$ cat config.mk
export PLATFORM = sky130hd
export DESIGN_NAME = pll_ctl_port
export DESIGN_NICKNAME = d
export VERILOG_FILES = /design/src/rtl/pcsp_pkg.sv /design/src/rtl/pcsp_decode.sv /design/src/rtl/pcsp_ctrl.sv /design/src/rtl/pcsp_status.sv /design/src/rtl/pll_ctl_port.sv
export SDC_FILE = /design/constraint.sdc
export NUM_CORES = 1
export LEC_CHECK = 0
export ABC_AREA = 1
export BUFFER_PORTS_ARGS = -buffer_cell sky130_fd_sc_hd__buf_4
export CORE_UTILIZATION = 31
export DETAILED_ROUTE_END_ITERATION = 7
export HOLD_SLACK_MARGIN = 0.15
export PLACE_DENSITY = 0.81
export SYNTH_ARGS = -nofsm -noshare
export SYNTH_HDL_FRONTEND = slang
export SYNTH_SLANG_ARGS = --single-unit
$ cat constraint.sdc
create_clock -name clk -period 1.43 [get_ports clk]
set_input_delay 0.2145 -clock clk [delete_from_list [all_inputs] [get_ports clk]]
set_output_delay 0.2145 -clock clk [all_outputs]
set_load 0.01 [all_outputs]
$ cat src/rtl/pcsp_pkg.sv
package pcsp_pkg;
  localparam int DATA_W     = 32;
  localparam int CTL_W      = 8;
  localparam int WIN_SPAN_W = 8;   // window covers 2**WIN_SPAN_W bytes
  localparam int IDX_W      = WIN_SPAN_W - 2;
  localparam int NIB_W      = 4;
  localparam int FLAG_N     = DATA_W / NIB_W;
  localparam logic [11:0] CTL_BYTE = 12'h100;
  localparam logic [11:0] STS_BYTE = 12'h110;

  // control register bit positions (decoded by the status word and the mux)
  localparam int BIT_PLL = 0;
  localparam int BIT_MGT = 1;
  localparam int BIT_IMG = 2;
  localparam int BIT_SRC = 3;

  typedef enum logic [1:0] {RG_WIN, RG_CTL, RG_STS, RG_NONE} region_e;

  typedef struct packed {
    logic       lock;
    logic       waitreq;
    logic       mgmt_rst;
    logic       pll_rst;
    logic [3:0] ctl_lo;
  } sts_flags_t;

  // each flag lands in bit 0 of its own nibble, flag i in nibble i
  function automatic logic [DATA_W-1:0] pack_status(sts_flags_t f);
    logic [FLAG_N-1:0] v;
    logic [DATA_W-1:0] w;
    v = f;
    w = '0;
    for (int i = 0; i < FLAG_N; i++) w[i*NIB_W] = v[i];
    return w;
  endfunction
endpackage

$ cat src/rtl/pcsp_decode.sv
module pcsp_decode
  import pcsp_pkg::*;
#(
  parameter int ADDR_W = 12
) (
  input  logic [ADDR_W-1:0] addr,
  output region_e           region,
  output logic              win_hit,
  output logic              ctl_hit,
  output logic              sts_hit
);
  localparam logic [ADDR_W-1:0] CTL_A = ADDR_W'(CTL_BYTE);
  localparam logic [ADDR_W-1:0] STS_A = ADDR_W'(STS_BYTE);

  always_comb begin
    win_hit = (addr >> WIN_SPAN_W) == '0;
    ctl_hit = (addr == CTL_A);
    sts_hit = (addr == STS_A);
    if (win_hit)      region = RG_WIN;
    else if (ctl_hit) region = RG_CTL;
    else if (sts_hit) region = RG_STS;
    else              region = RG_NONE;
  end
endmodule

$ cat src/rtl/pcsp_ctrl.sv
module pcsp_ctrl
  import pcsp_pkg::*;
#(
  parameter bit IMG_RST = 1'b1
) (
  input  logic             clk,
  input  logic             rst_n,
  input  logic             ctl_wr,
  input  logic [CTL_W-1:0] ctl_wdata,
  input  logic             btn_rst,
  input  logic             btn_req,
  input  logic             btn_img,
  output logic [CTL_W-1:0] ctl_q,
  output logic             src_bus,
  output logic             img_flip,
  output logic             pll_rst,
  output logic             mgmt_rst,
  output logic             img_sel,
  output logic             recon_req
);
  localparam logic [CTL_W-1:0] CTL_RST = CTL_W'(IMG_RST) << BIT_IMG;

  logic img_flag_q;

  assign src_bus  = ctl_q[BIT_SRC];
  assign img_flip = !src_bus && btn_img;

  always_ff @(posedge clk or negedge rst_n) begin
    if (!rst_n) begin
      ctl_q      <= CTL_RST;
      img_flag_q <= IMG_RST;
    end else begin
      if (ctl_wr)   ctl_q      <= ctl_wdata;
      if (img_flip) img_flag_q <= ~img_flag_q;
    end
  end

  always_comb begin
    if (src_bus) begin
      pll_rst   = ctl_q[BIT_PLL];
      mgmt_rst  = ctl_q[BIT_MGT];
      img_sel   = ctl_q[BIT_IMG];
      recon_req = 1'b0;
    end else begin
      pll_rst   = btn_rst;
      mgmt_rst  = btn_rst;
      img_sel   = img_flag_q;
      recon_req = btn_req;
    end
  end

  AST_CTL_LOAD: assert property (@(posedge clk) disable iff (!rst_n)
    ctl_wr |=> (ctl_q == $past(ctl_wdata)));
  AST_CTL_HOLD: assert property (@(posedge clk) disable iff (!rst_n)
    !ctl_wr |=> $stable(ctl_q));
  AST_IMG_FLIP: assert property (@(posedge clk) disable iff (!rst_n)
    (!src_bus && btn_img) |=> (img_flag_q != $past(img_flag_q)));
  AST_BUS_FREEZE: assert property (@(posedge clk) disable iff (!rst_n)
    src_bus |=> $stable(img_flag_q));
endmodule

$ cat src/rtl/pcsp_status.sv
module pcsp_status
  import pcsp_pkg::*;
(
  input  logic              lock,
  input  logic              waitreq,
  input  logic              mgmt_rst,
  input  logic              pll_rst,
  input  logic [3:0]        ctl_lo,
  output logic [DATA_W-1:0] word
);
  sts_flags_t f;
  always_comb begin
    f.lock     = lock;
    f.waitreq  = waitreq;
    f.mgmt_rst = mgmt_rst;
    f.pll_rst  = pll_rst;
    f.ctl_lo   = ctl_lo;
    word       = pack_status(f);
  end
endmodule

$ cat src/rtl/pll_ctl_port.sv
module pll_ctl_port
  import pcsp_pkg::*;
#(
  parameter int ADDR_W          = 12,
  parameter bit IMG_RST_ALT     = 1'b1,
  parameter bit LED_ACTIVE_HIGH = 1'b1
) (
  input  logic              clk,
  input  logic              rst_n,
  input  logic [ADDR_W-1:0] bus_addr,
  input  logic              bus_wr,
  input  logic              bus_rd,
  input  logic [31:0]       bus_wdata,
  output logic [31:0]       bus_rdata,
  output logic              bus_wait,
  output logic [5:0]        rc_addr,
  output logic              rc_wr,
  output logic              rc_rd,
  output logic [31:0]       rc_wdata,
  input  logic [31:0]       rc_rdata,
  input  logic              rc_wait,
  input  logic              pll_lock,
  input  logic              btn_rst,
  input  logic              btn_req,
  input  logic              btn_img,
  output logic              pll_rst,
  output logic              mgmt_rst,
  output logic              img_sel,
  output logic              recon_req,
  output logic              img_led
);
  region_e          region;
  logic             win_hit, ctl_hit, sts_hit;
  logic             ctl_wr_ev;
  logic [CTL_W-1:0] ctl_q;
  logic             src_bus, img_flip;
  logic [31:0]      sts_word;

  pcsp_decode #(.ADDR_W(ADDR_W)) u_dec (
    .addr(bus_addr), .region(region),
    .win_hit(win_hit), .ctl_hit(ctl_hit), .sts_hit(sts_hit)
  );

  assign ctl_wr_ev = bus_wr && ctl_hit;

  pcsp_ctrl #(.IMG_RST(IMG_RST_ALT)) u_ctrl (
    .clk(clk), .rst_n(rst_n),
    .ctl_wr(ctl_wr_ev), .ctl_wdata(bus_wdata[CTL_W-1:0]),
    .btn_rst(btn_rst), .btn_req(btn_req), .btn_img(btn_img),
    .ctl_q(ctl_q), .src_bus(src_bus), .img_flip(img_flip),
    .pll_rst(pll_rst), .mgmt_rst(mgmt_rst), .img_sel(img_sel),
    .recon_req(recon_req)
  );

  pcsp_status u_sts (
    .lock(pll_lock), .waitreq(rc_wait), .mgmt_rst(mgmt_rst),
    .pll_rst(pll_rst), .ctl_lo(ctl_q[3:0]), .word(sts_word)
  );

  // window pass-through: word index is the byte offset without its low two bits
  assign rc_addr  = bus_addr[WIN_SPAN_W-1:2];
  assign rc_wdata = bus_wdata;
  assign rc_wr    = bus_wr && win_hit;
  assign rc_rd    = bus_rd && win_hit;

  always_comb begin
    bus_wait = 1'b0;
    case (region)
      RG_WIN: begin
        bus_rdata = rc_rdata;
        bus_wait  = rc_wait;
      end
      RG_CTL:  bus_rdata = 32'(ctl_q);
      RG_STS:  bus_rdata = sts_word;
      default: bus_rdata = '0;
    endcase
  end

  generate
    if (LED_ACTIVE_HIGH) begin : g_led_hi
      assign img_led = img_sel;
    end else begin : g_led_lo
      assign img_led = ~img_sel;
    end
  endgenerate

  AST_REGION_ONEHOT: assert property (@(posedge clk) disable iff (!rst_n)
    $onehot0({win_hit, ctl_hit, sts_hit}));
  AST_WIN_SILENT: assert property (@(posedge clk) disable iff (!rst_n)
    !win_hit |-> !(rc_wr || rc_rd));
  AST_LOCAL_NOWAIT: assert property (@(posedge clk) disable iff (!rst_n)
    !win_hit |-> !bus_wait);
  AST_UNMAPPED_ZERO: assert property (@(posedge clk) disable iff (!rst_n)
    (region == RG_NONE) |-> (bus_rdata == '0));
  AST_BTN_PAIR: assert property (@(posedge clk) disable iff (!rst_n)
    (!src_bus && btn_rst) |-> (pll_rst && mgmt_rst));
  AST_FLIP_ONLY_BTN: assert property (@(posedge clk) disable iff (!rst_n)
    img_flip |-> btn_img);
endmodule

==> impl_summary.txt <==
----------------------------------------------------
[Final layout]
  Area growth syn-to-layout ... 72.63%
  Net total in the final layout ... 365
  Core utilization of the finished layout ... 55.40%
  Diodes inserted ... 0
  Fin area ... 2028 µm²
  Area of the multi-input gates ... 540.5 µm²
  Final Non-Filler Cells ... 327
  Sequential cell area ... 227.7 µm²
  Number of fill cells in the layout ... 360
  Fraction of layout instances using a drive strength above 1 ... 54.12%

[Clocking]
  Maximum level of the CTS H-tree ... 1
  Clock-pin slew of the registers on the worst-case setup and hold paths ... 0.04 ns
  Total clock buffers created by CTS ... 3
  CTS root buffer ... clkbuf_8
  Clk sink count ... 9
  Clock tree from TritonCTS ... yes
  Clock latency at the later pin of the worst-skew pair ... 0.23 ns
  Largest buffer count on any clock path ... 2

[Floorplanning]
  Die Width ... 63.56 µm
  Die Footprint ... 4040 µm²
  Core outline area ... 3661 µm²
  Height of the die ... 63.56 µm
  # IOs ... 163
  Row cnt ... 22
  Initial cell density of the core ... 32.09%

[Pwr]
  Power density over the cells ... 489.1 nW/µm²
  Overall power ... 0.0009919 W
  Worst supply voltage drop on vdd ... 0.3804 mV
  Leakage power figure ... 1.171 nW

[Placement]
  Placed cell count ... 316
  Total of buffers placed on input and output ports ... 114
  Pre-CTS setup slack ... -0.03379 ns
  Total placed instance area ... 1818 µm²
  Final estimated routing congestion in global placement ... 0.7413
  Detail Placement HPWL ... 2886 µm

[STA]
  Worst-case setup margin in the final layout ... 0.01919 ns
  Headroom to the max-slew limit ... 79.45%
  Share of the cycle needed by the critical path after routing ... 98.66%
  Unrepaired setup endpoints after global routing ... true
  Min Tclk post-route ... 1.411 ns
  Count of final hold-check violations ... 0
  Achievable Freq ... 708.8 MHz
  Slew at the pin closest to its max-slew limit ... 0.3075 ns
  Worst Skew ... 0.0001079 ns
  # setup viols final ... 0
  Max-slew violation total from the final report ... 0

[Synth]
  Syn_nets ... 279
  Number of instances in the synthesized netlist ... 194
  Yosys reg bits ... 9
  Average cell area after synthesis ... 6.056 µm²
  Number of distinct library cell variants in the gate-level netlist after synthesis ... 17
  Netlist area before placement ... 1175 µm²
  Register area share after synthesis ... 19.38%
  Number of warnings issued by yosys ... 0

[Run status]
  Status ... finished clean

[Critical path]
  Nature of the critical path endpoint ... output port
  Data required, critical path ... 1.22 ns
  Arrival time at the worst endpoint ... 1.20 ns
  CP Launch Type ... flip-flop
  Type of the worst setup path ... flip-flop to output port
  Largest fanout on the critical path ... 3

[Routing]
  Total detailed-routing wirelength ... 3815 µm
  DR DRC count ... 0
  DRT iter0 DRCs ... 57
  Antenna Violating Nets Remaining ... 0
  Via-per-instance ratio ... 4.419
  Pre-Repair DR Iteration Count ... 4
  Wire length per cell ... 11.67 µm
  Total number of vias ... 1445

[GRT]
  Overflow left after global routing ... 0
  Via count of the first global-routing pass ... 1301
  Maximum number of pins on one net before global-route repair ... 19
  Initial antenna violation count ... 0
  Overall Global Routing Usage ... 18.08%
  Global-route wire length before repair ... 5796 µm

[Run]
  Number of maximum-capacitance constraint violations ... 0

[Hold path]
  Kind of path behind the tightest hold check ... input port to flip-flop

----------------------------------------------------
-- through the flow --
stage / setup TNS [ns] / hold WS [ns]
5_1_grt: -0.1273 / 0.2340
3_5_place_dp: -0.1980 / 0.04422
4_1_cts: -0.003930 / 0.2196
3_3_place_gp: -0.03191 / 0.04041
2_1_floorplan: 0 / -0.08109
6_report: 0 / 0.2224
-- Yosys cell counts, drive strengths merged --
cell type,number,share of area (%)
or2,1,0.53
dfstp,2,4.5
o21ai,10,4.3
nand4,8,4.3
nand2,44,14
nand3,12,5.1
xor2,1,0.75
buf,46,29
nor3,1,1.4
dfrtp,7,15
nor2,30,11
inv,32,10
-- logic make-up (layout without fill, tap and decap cells) --
logic type	after synthesis	after routing	synth area share, %
simple gates	96	96	36.21
buf+inv	78	163	39.40
compound gates	10	10	4.260
flops	9	9	19.38
xor+xnor	1	1	0.7456
-- critical path, cell delays in order (launching register included) --
cell     delay, ns
dfrtp_1       0.39
or2_4         0.26
o21ai_4       0.07
o21ai_1       0.09
buf_4         0.15
-- state kept, by name, summed over array words and instances (netlist names) --
signal             count
u_ctrl.img_flag_q      1
u_ctrl.ctl_q           8
-- layout make-up --
class,count,area share [%]
Inverter,32,6.354
Sequential cell,9,11.23
Multi-Input combinational cell,107,26.65
Tap cell,48,2.961
Timing Repair inverter,3,1.110
Clock buffer,4,2.221
Timing Repair Buffer,124,49.48
-- layer usage --
layer  vias to the layer above  part of all wire, %  routed length, µm  track usage [%]
li1                        718                    -                  -                -
met1                       640                   37               1406            17.47
met2                        82                   54               2043            36.44
met3                         5                  8.6                328            4.348
met4                         0                 0.94                 36            5.682
met5                         -                    0                  0                0
-- power breakdown --
part / switching [W] / internal (W) / total (W)
clock network: 0.000104 / 0.000195 / 0.000299
registers: 0.00000414 / 0.000281 / 0.000285
logic: 0.000173 / 0.000235 / 0.000408
-- worst paths after layout --
kind / to / cells after the start / startpoint / slack, ns
worst min-delay path: u_ctrl.img_flag_q / 3 / btn_img / 0.22
worst min register to register: u_ctrl.ctl_q[4] / 2 / u_ctrl.ctl_q[4] / 0.47
max in group asynchronous: u_ctrl.img_flag_q / 2 / rst_n / 0.87
worst max register to register: u_ctrl.img_flag_q / 3 / u_ctrl.ctl_q[3] / 0.57
min in group asynchronous: u_ctrl.ctl_q[1] / 2 / rst_n / 0.34
worst max-delay path: bus_rdata[16] / 4 / u_ctrl.ctl_q[3] / 0.02
-- repair_timing --
action | 4_1_cts | 5_1_grt
resized for setup | 25 | 13
pin swaps | 4 | 6
setup endpoints to repair | 28 | 27
cloned | 3 | 1
hold buffers | 1 | 0
hold endpoints to repair | 9 | 0
setup buffers | 1 | 1
-- cells in the final DEF, fill, tap and decap left out --
cell type | synthesis | final
o21ai_4 | 0 | 2
nand2_1 | 43 | 41
o21ai_2 | 0 | 1
buf_6 | 2 | 4
clkbuf_16 | 0 | 1
nor2_1 | 27 | 22
buf_12 | 0 | 3
dfstp_2 | 2 | 2
o21ai_1 | 0 | 7
nand4_1 | 8 | 8
nor2_4 | 1 | 2
buf_4 | 40 | 115
or2_4 | 0 | 1
clkbuf_8 | 0 | 3
nand2_2 | 1 | 2
inv_4 | 0 | 2
xor2_1 | 1 | 1
nand2_4 | 0 | 1
inv_2 | 0 | 1
clkinvlp_4 | 0 | 4
nor2_2 | 2 | 6
dfrtp_1 | 7 | 7
dlygate4sd3_1 | 0 | 1
inv_1 | 32 | 28
clkbuf_1 | 0 | 1
nor3_4 | 1 | 1
nand3_1 | 12 | 12
Power figures use the tool's default switching activity.
